**config.mk**
```make
export PLATFORM = sky130hd
export DESIGN_NAME = rx_iq_conditioner
export DESIGN_NICKNAME = d
export VERILOG_FILES = /design/src/rtl/rxiq_pkg.sv /design/src/rtl/rxiq_settings.sv /design/src/rtl/rxiq_dc_stage.sv /design/src/rtl/rxiq_imbalance.sv /design/src/rtl/rx_iq_conditioner.sv
export SDC_FILE = /design/constraint.sdc
export NUM_CORES = 2
export LEC_CHECK = 0
export CAP_MARGIN = 0
export CORE_ASPECT_RATIO = 1.1
export CORE_MARGIN = 2
export CORE_UTILIZATION = 48
export DETAILED_ROUTE_END_ITERATION = 10
export DONT_BUFFER_PORTS = 1
export PLACE_DENSITY = 0.77
export SLEW_MARGIN = 5
export SYNTH_ARGS = -nofsm -noshare
export SYNTH_HDL_FRONTEND = slang
export SYNTH_HIERARCHICAL = 1
export SYNTH_SLANG_ARGS = --single-unit
```
**constraint.sdc**
```tcl
create_clock -name clk -period 6 [get_ports clk]
set_input_delay 0.6 -clock clk [delete_from_list [all_inputs] [get_ports clk]]
set_output_delay 0.6 -clock clk [all_outputs]
set_load 0.01 [all_outputs]
```
**src/rtl/rxiq_pkg.sv**
```systemverilog
package rxiq_pkg;
   // Settings register offsets relative to the block base address
   localparam logic [1:0] REG_DC_I  = 2'd0;
   localparam logic [1:0] REG_DC_Q  = 2'd1;
   localparam logic [1:0] REG_MAG   = 2'd2;
   localparam logic [1:0] REG_PHASE = 2'd3;
endpackage

```
**src/rtl/rxiq_settings.sv**
```systemverilog
module rxiq_settings #(
   parameter int          IN_W   = 16,
   parameter int          COEF_W = 18,
   parameter logic [7:0]  BASE   = 8'h40
) (
   input  logic                     clk,
   input  logic                     rst,
   input  logic                     set_stb,
   input  logic [7:0]               set_addr,
   input  logic [31:0]              set_data,
   output logic signed [IN_W-1:0]   dc_i,
   output logic signed [IN_W-1:0]   dc_q,
   output logic signed [COEF_W-1:0] mag,
   output logic signed [COEF_W-1:0] phase
);
   import rxiq_pkg::*;

   if (IN_W > 32 || COEF_W > 32) begin : g_bad_width
      $error("rxiq_settings: field wider than settings data");
   end

   logic hit;
   assign hit = set_stb && (set_addr[7:2] == BASE[7:2]);

   always_ff @(posedge clk) begin
      if (rst) begin
         dc_i  <= '0;
         dc_q  <= '0;
         mag   <= '0;
         phase <= '0;
      end else if (hit) begin
         case (set_addr[1:0])
            REG_DC_I:  dc_i  <= set_data[IN_W-1:0];
            REG_DC_Q:  dc_q  <= set_data[IN_W-1:0];
            REG_MAG:   mag   <= set_data[COEF_W-1:0];
            default:   phase <= set_data[COEF_W-1:0];
         endcase
      end
   end

   assert_dc_write_R6: assert property (@(posedge clk) disable iff (rst)
      (set_stb && set_addr == BASE) |=> (dc_i == $past(set_data[IN_W-1:0])));

   assert_no_write_R7: assert property (@(posedge clk) disable iff (rst)
      (!set_stb || set_addr[7:2] != BASE[7:2]) |=>
      ($stable(dc_i) && $stable(dc_q) && $stable(mag) && $stable(phase)));
endmodule

```
**src/rtl/rxiq_dc_stage.sv**
```systemverilog
module rxiq_dc_stage #(
   parameter int IN_W = 16,
   localparam int D_W = IN_W + 1
) (
   input  logic                   clk,
   input  logic                   rst,
   input  logic signed [IN_W-1:0] in_i,
   input  logic signed [IN_W-1:0] in_q,
   input  logic                   in_vld,
   input  logic signed [IN_W-1:0] dc_i,
   input  logic signed [IN_W-1:0] dc_q,
   output logic signed [D_W-1:0]  i_d,
   output logic signed [D_W-1:0]  q_d,
   output logic                   vld_d
);
   // One extra bit keeps the difference exact
   always_ff @(posedge clk) begin
      if (rst) begin
         i_d   <= '0;
         q_d   <= '0;
         vld_d <= 1'b0;
      end else begin
         i_d   <= D_W'(in_i) - D_W'(dc_i);
         q_d   <= D_W'(in_q) - D_W'(dc_q);
         vld_d <= in_vld;
      end
   end

   assert_vld_stage1_R2: assert property (@(posedge clk) disable iff (rst)
      vld_d == $past(in_vld));
endmodule

```
**src/rtl/rxiq_imbalance.sv**
```systemverilog
module rxiq_imbalance #(
   parameter int D_W    = 17,
   parameter int COEF_W = 18,
   parameter int OUT_W  = 24,
   parameter bit IMB_EN = 1'b1,
   localparam int FRAC  = COEF_W - 1,
   localparam int SH    = OUT_W - D_W,
   localparam int RSH   = FRAC - SH,
   localparam int P_W   = COEF_W + D_W,
   localparam int S_W   = P_W + 2
) (
   input  logic                     clk,
   input  logic                     rst,
   input  logic signed [D_W-1:0]    i_d,
   input  logic signed [D_W-1:0]    q_d,
   input  logic                     vld_d,
   input  logic signed [COEF_W-1:0] mag,
   input  logic signed [COEF_W-1:0] phase,
   output logic signed [OUT_W-1:0]  out_i,
   output logic signed [OUT_W-1:0]  out_q,
   output logic                     out_vld
);
   if (SH < 0 || RSH < 0) begin : g_bad_scale
      $error("rxiq_imbalance: output width must fit the scaled difference");
   end

   logic signed [D_W-1:0] i2, q2;
   logic                  v2;

   always_ff @(posedge clk) begin
      if (rst) begin
         i2 <= '0;
         q2 <= '0;
         v2 <= 1'b0;
      end else begin
         i2 <= i_d;
         q2 <= q_d;
         v2 <= vld_d;
      end
   end

   always_ff @(posedge clk) begin
      if (rst) begin
         out_i   <= '0;
         out_vld <= 1'b0;
      end else begin
         out_vld <= v2;
         if (v2) out_i <= OUT_W'(i2) <<< SH;
      end
   end

   if (IMB_EN) begin : g_imb
      localparam logic signed [S_W-1:0] MAXV = S_W'((64'sd1 <<< (OUT_W-1)) - 64'sd1);
      localparam logic signed [S_W-1:0] MINV = -MAXV - S_W'(1);

      logic signed [P_W-1:0] pm, pp;
      logic signed [S_W-1:0] sum, scaled;

      always_ff @(posedge clk) begin
         if (rst) begin
            pm <= '0;
            pp <= '0;
         end else begin
            pm <= P_W'(mag)   * P_W'(i_d);
            pp <= P_W'(phase) * P_W'(q_d);
         end
      end

      always_comb begin
         sum    = (S_W'(q2) <<< FRAC) + S_W'(pm) + S_W'(pp);
         scaled = sum >>> RSH;
      end

      always_ff @(posedge clk) begin
         if (rst) out_q <= '0;
         else if (v2) begin
            if (scaled > MAXV)      out_q <= MAXV[OUT_W-1:0];
            else if (scaled < MINV) out_q <= MINV[OUT_W-1:0];
            else                    out_q <= scaled[OUT_W-1:0];
         end
      end
   end else begin : g_bypass
      always_ff @(posedge clk) begin
         if (rst)     out_q <= '0;
         else if (v2) out_q <= OUT_W'(q2) <<< SH;
      end

      assert_q_bypass_R9: assert property (@(posedge clk) disable iff (rst)
         v2 |=> (out_q == (OUT_W'($past(q2)) <<< SH)));
   end

   assert_vld_pipe_R2: assert property (@(posedge clk) disable iff (rst)
      out_vld == $past(v2));

   assert_i_path_R3: assert property (@(posedge clk) disable iff (rst)
      v2 |=> (out_i == (OUT_W'($past(i2)) <<< SH)));

   assert_hold_R8: assert property (@(posedge clk) disable iff (rst)
      !v2 |=> ($stable(out_i) && $stable(out_q)));
endmodule

```
**src/rtl/rx_iq_conditioner.sv**
```systemverilog
module rx_iq_conditioner #(
   parameter int         IN_W   = 16,
   parameter int         OUT_W  = 24,
   parameter int         COEF_W = 18,
   parameter bit         IMB_EN = 1'b1,
   parameter logic [7:0] BASE   = 8'h40,
   localparam int        D_W    = IN_W + 1
) (
   input  logic              clk,
   input  logic              rst,
   input  logic              set_stb,
   input  logic [7:0]        set_addr,
   input  logic [31:0]       set_data,
   input  logic [IN_W-1:0]   in_i,
   input  logic [IN_W-1:0]   in_q,
   input  logic              in_vld,
   output logic [OUT_W-1:0]  out_i,
   output logic [OUT_W-1:0]  out_q,
   output logic              out_vld
);
   if (BASE[1:0] != 2'b00) begin : g_bad_base
      $error("rx_iq_conditioner: BASE must be aligned to four registers");
   end

   logic signed [IN_W-1:0]   dc_i, dc_q;
   logic signed [COEF_W-1:0] mag, phase;
   logic signed [D_W-1:0]    i_d, q_d;
   logic                     vld_d;
   logic signed [OUT_W-1:0]  oi, oq;

   rxiq_settings #(.IN_W(IN_W), .COEF_W(COEF_W), .BASE(BASE)) u_set (
      .clk(clk), .rst(rst), .set_stb(set_stb), .set_addr(set_addr),
      .set_data(set_data), .dc_i(dc_i), .dc_q(dc_q), .mag(mag), .phase(phase));

   rxiq_dc_stage #(.IN_W(IN_W)) u_dc (
      .clk(clk), .rst(rst), .in_i(in_i), .in_q(in_q), .in_vld(in_vld),
      .dc_i(dc_i), .dc_q(dc_q), .i_d(i_d), .q_d(q_d), .vld_d(vld_d));

   rxiq_imbalance #(.D_W(D_W), .COEF_W(COEF_W), .OUT_W(OUT_W), .IMB_EN(IMB_EN)) u_imb (
      .clk(clk), .rst(rst), .i_d(i_d), .q_d(q_d), .vld_d(vld_d),
      .mag(mag), .phase(phase), .out_i(oi), .out_q(oq), .out_vld(out_vld));

   assign out_i = oi;
   assign out_q = oq;
endmodule

```
==> impl_metrics.py <==
metrics = {
    "critical_path": {
        "worst_path_max_delay_cell": "fa_1",
        "slowest_delay_ps": 540,
        "critPathMaxFanout": 12,
        "path_common_cell": "fa_1",
        "crit_path_start_kind": "flop",
        "crit_arrival_ps": 6420,
        "worst_ep_required_time_ps": 6440,
        "crit_type": "reg -> reg",
        "end_kind": "flop",
        "crit_chain": "buf_12 -> and2_4 -> fa_1 -> inv_1 -> fa_2 -> fa_1 -> inv_1 -> fa_2 -> fa_1 -> inv_2 -> fa_1 -> inv_2 -> ha_4 -> nand2_2 -> a21oi_2 -> nor2b_2 -> a2111oi_2 -> buf_4 -> a221o_1 -> nand4_1 -> a31o_4 -> o21bai_1 -> xnor2_1 -> nor2_1",
    },
    "cts": {
        "cts.clk_slew.worst_paths_ps": 60,
        "cts_hold_buffers": 0,
        "clockBufferDepth": 3,
        "numCtsBuffers": 28,
        "clock_sinks": 250,
        "cts-root-buf": "clkbuf_16",
        "htree_levels": 1,
        "cts_tree": "done",
        "insertion_delay_ps": 610,
    },
    "routing": {
        "dr.first_iter.drc_count": 1436,
        "wl_met3_mm": 3.71,
        "wl_per_cell_um": 17.0,
        "drt_first_pass_iters": 8,
        "wirelength_met1_mm": 33.0,
        "vias": 25100,
        "drt_wl_total_mm": 82.6,
        "routed_via_density": 5.17,
        "wl_met2_mm": 42.3,
        "drcViolationCount": 0,
        "routed.top_layer": "met5",
        "antenna_left": 0,
    },
    "placement": {
        "port_buffers": 0,
        "place_inst": 4775,
        "globalplace.congestion": 0.900,
        "hpwl_mm": 67.5,
        "pre_cts_ws_ps": -276,
    },
    "layout": {
        "synthToLayoutAreaGrowth_pct": 13.1,
        "num_antenna_cells": 0,
        "post_route_cells_drive_above_1_share_pct": 14.4,
        "fin_cells": 4861,
        "nNetsFinal": 4868,
        "fin_util_pct": 54.8,
    },
    "synthesis": {
        "yosysTopAreaCellShare_pct": 37.0,
        "ys_ff_latch": 250,
        "async_flop_share_pct": 0,
        "yosys.area.top_type": "fa_1",
        "syn-instance-count": 3725,
        "avgSynthCellArea_sq_um": 9.34,
        "synth_edf_count": 0,
        "ys_top_cells_by_area": "fa_1 (37%), dfxtp_1 (14%), ha_1 (9.2%)",
        "ys.warnings.count": 6,
        "synth_common_cells": "inv_1 (712), fa_1 (642), nand2_1 (347)",
        "seq_area_frac_synth_pct": 14.4,
        "syn_area_sq_um": 34800,
        "synth_cell_types": 84,
        "synth_ff_type": "dfxtp_1",
        "synth.most_common_cell": "inv_1",
    },
    "die": {
        "placementRows": 103,
        "core_area_sq_um": 71800,
        "dieArea_sq_um": 74600,
        "dieWidth_um": 261,
        "io_pins": 125,
        "start_util_pct": 48.4,
        "die_y_um": 286,
    },
    "global_route": {
        "grt_pass1_vias": 27400,
        "grt_start_max_net_pins": 282,
        "grt_usage_pct": 22.8,
        "antenna_found_initial": 1,
        "grt_first_pass_wirelength_mm": 137,
        "gr-total-overflow": 0,
    },
    "sta": {
        "slew_violations": 0,
        "finalCriticalPeriod_ps": 5980,
        "setup_slack_ps": 16.2,
        "fmax_mhz": 167,
        "fin_crit_sh_pct": 99.7,
        "rsz0062_at_grt": "true",
        "clock_skew_ps": 55.2,
        "tns_ps": 0,
        "worstMarginPinSlew_ps": 1140,
        "relSlewSlack_pct": 23.5,
        "finalSetupViolations": 0,
        "hold_viol_final": 0,
    },
    "power": {
        "peakVddDrop_mv": 0.221,
        "p_leak_nw": 19.7,
        "power_density_nw_per_um2": 110,
    },
    "worst_hold_path": {
        "hp-class": "in -> reg",
    },
    "status": {
        "status": "finished clean",
    },
    "job": {
        "maxCapViolCount": 0,
    },
}
what timing repair did:
| item | 4_1_cts | 5_1_grt |
|---|---|---|
| gates cloned | 0 | 1 |
| gates resized for setup | 87 | 137 |
| setup endpoints to repair | 19 | 26 |
| buffers inserted | 13 | 21 |
| pin swaps | 39 | 109 |
where the power goes:
part / internal [W] / switching (W)
Combinational: 0.000311 / 0.000437
Clock: 0.00106 / 0.000760
Sequential: 0.00171 / 0.0000659
Total: 0.00308 / 0.00126
flip-flops by register name (all words and copies together) (netlist names):
| name | count |
|---|---|
| u_imb/out_q | 24 |
| u_dc/q_d | 17 |
| u_imb/v2 | 1 |
| u_imb/q2 | 17 |
| u_dc/i_d | 17 |
| u_set/dc_q | 16 |
| u_set/dc_i | 16 |
| u_set/phase | 18 |
| u_set/mag | 18 |
| u_imb/out_vld | 1 |
| u_imb/i2 | 17 |
| u_imb/g_imb.pm | 35 |
| u_imb/out_i | 17 |
| u_imb/g_imb.pp | 35 |
| u_dc/vld_d | 1 |
final timing paths:
path | startpoint | end | slack (ps) | depth (start not counted)
worst max-delay path | u_set/mag[8]$_SDFFE_PP0P_ | u_imb/g_imb.pm[31]$_SDFF_PP0_ | 20 | 24
worst min-delay path | rst | u_dc/i_d[1]$_SDFF_PP0_ | 90 | 1
worst max register to register | u_set/mag[8]$_SDFFE_PP0P_ | u_imb/g_imb.pm[31]$_SDFF_PP0_ | 20 | 24
worst min register to register | u_dc/vld_d$_SDFF_PP0_ | u_imb/v2$_SDFF_PP0_ | 440 | 1
critical path, delay by kind of cell, from the launching register on:
| family | cells | cell delay [ps] |
|---|---|---|
| flip-flops | 1 | 360 |
| AND/OR/NAND/NOR | 5 | 510 |
| XOR/XNOR | 1 | 150 |
| AO/OA/AOI/OAI | 5 | 990 |
| buffers and inverters | 6 | 580 |
| adder cells (fa/ha/maj) | 7 | 3250 |
metal layers:
metal	track usage, %	up-vias
li1	-	11700
met1	27.7	12500
met2	41.4	661
met3	2.42	188
met4	8.90	4
met5	0	-
cells by family (layout without fill, tap and decap cells):
kind of cell	Yosys count	after routing	share of synthesized area, %
XOR/XNOR	99	99	2.49
flip-flops	250	250	14.4
AO/OA/AOI/OAI	373	373	7.49
buffers and inverters	867	1052	9.85
adder cells (fa/ha/maj)	898	898	46.2
multiplexers	92	92	2.67
other	1	7	0.0108
AND/OR/NAND/NOR	1145	1145	16.9
cell usage in the layout, fill, tap and decap left out, drive strengths merged, types with 6 or more instances in the layout:
cell / count
inv: 715
fa: 642
nand2: 367
and2: 311
buf: 288
ha: 256
dfxtp: 250
nor2: 172
nand2b: 116
a21oi: 105
mux2i: 85
nor2b: 72
xnor2: 69
o21ai: 61
a21o: 52
a211oi: 46
clkbuf: 37
nor3: 32
xor2: 30
nand4: 17
nand3: 16
o21a: 15
o21bai: 12
a31oi: 11
o211ai: 10
a211o: 8
a31o: 8
conb: 7
mux2: 7
or2: 6
clkinv: 6
and3: 6
per-stage QoR:
step                      area, sq um  power, W  hold WS, ps
after floorplan                 34800   0.00228          414
after global placement          37400   0.00251          419
after detailed placement        37400   0.00251          430
after CTS                       38700   0.00437         39.0
after global routing            39300   0.00453         49.0
final                           39300   0.00435         94.5
area by class of cell:
| cell class | count | area (sq um) |
|---|---|---|
| Sequential cell | 250 | 5120 |
| Fill cell | 5990 | 32400 |
| Clock buffer | 37 | 785 |
| Timing Repair Buffer | 288 | 2490 |
| Multi-Input combinational cell | 2614 | 26900 |
| Tap cell | 945 | 1180 |
| Inverter | 712 | 2670 |
| Clock inverter | 15 | 203 |
Note: power is estimated with default switching activity, not from simulation.
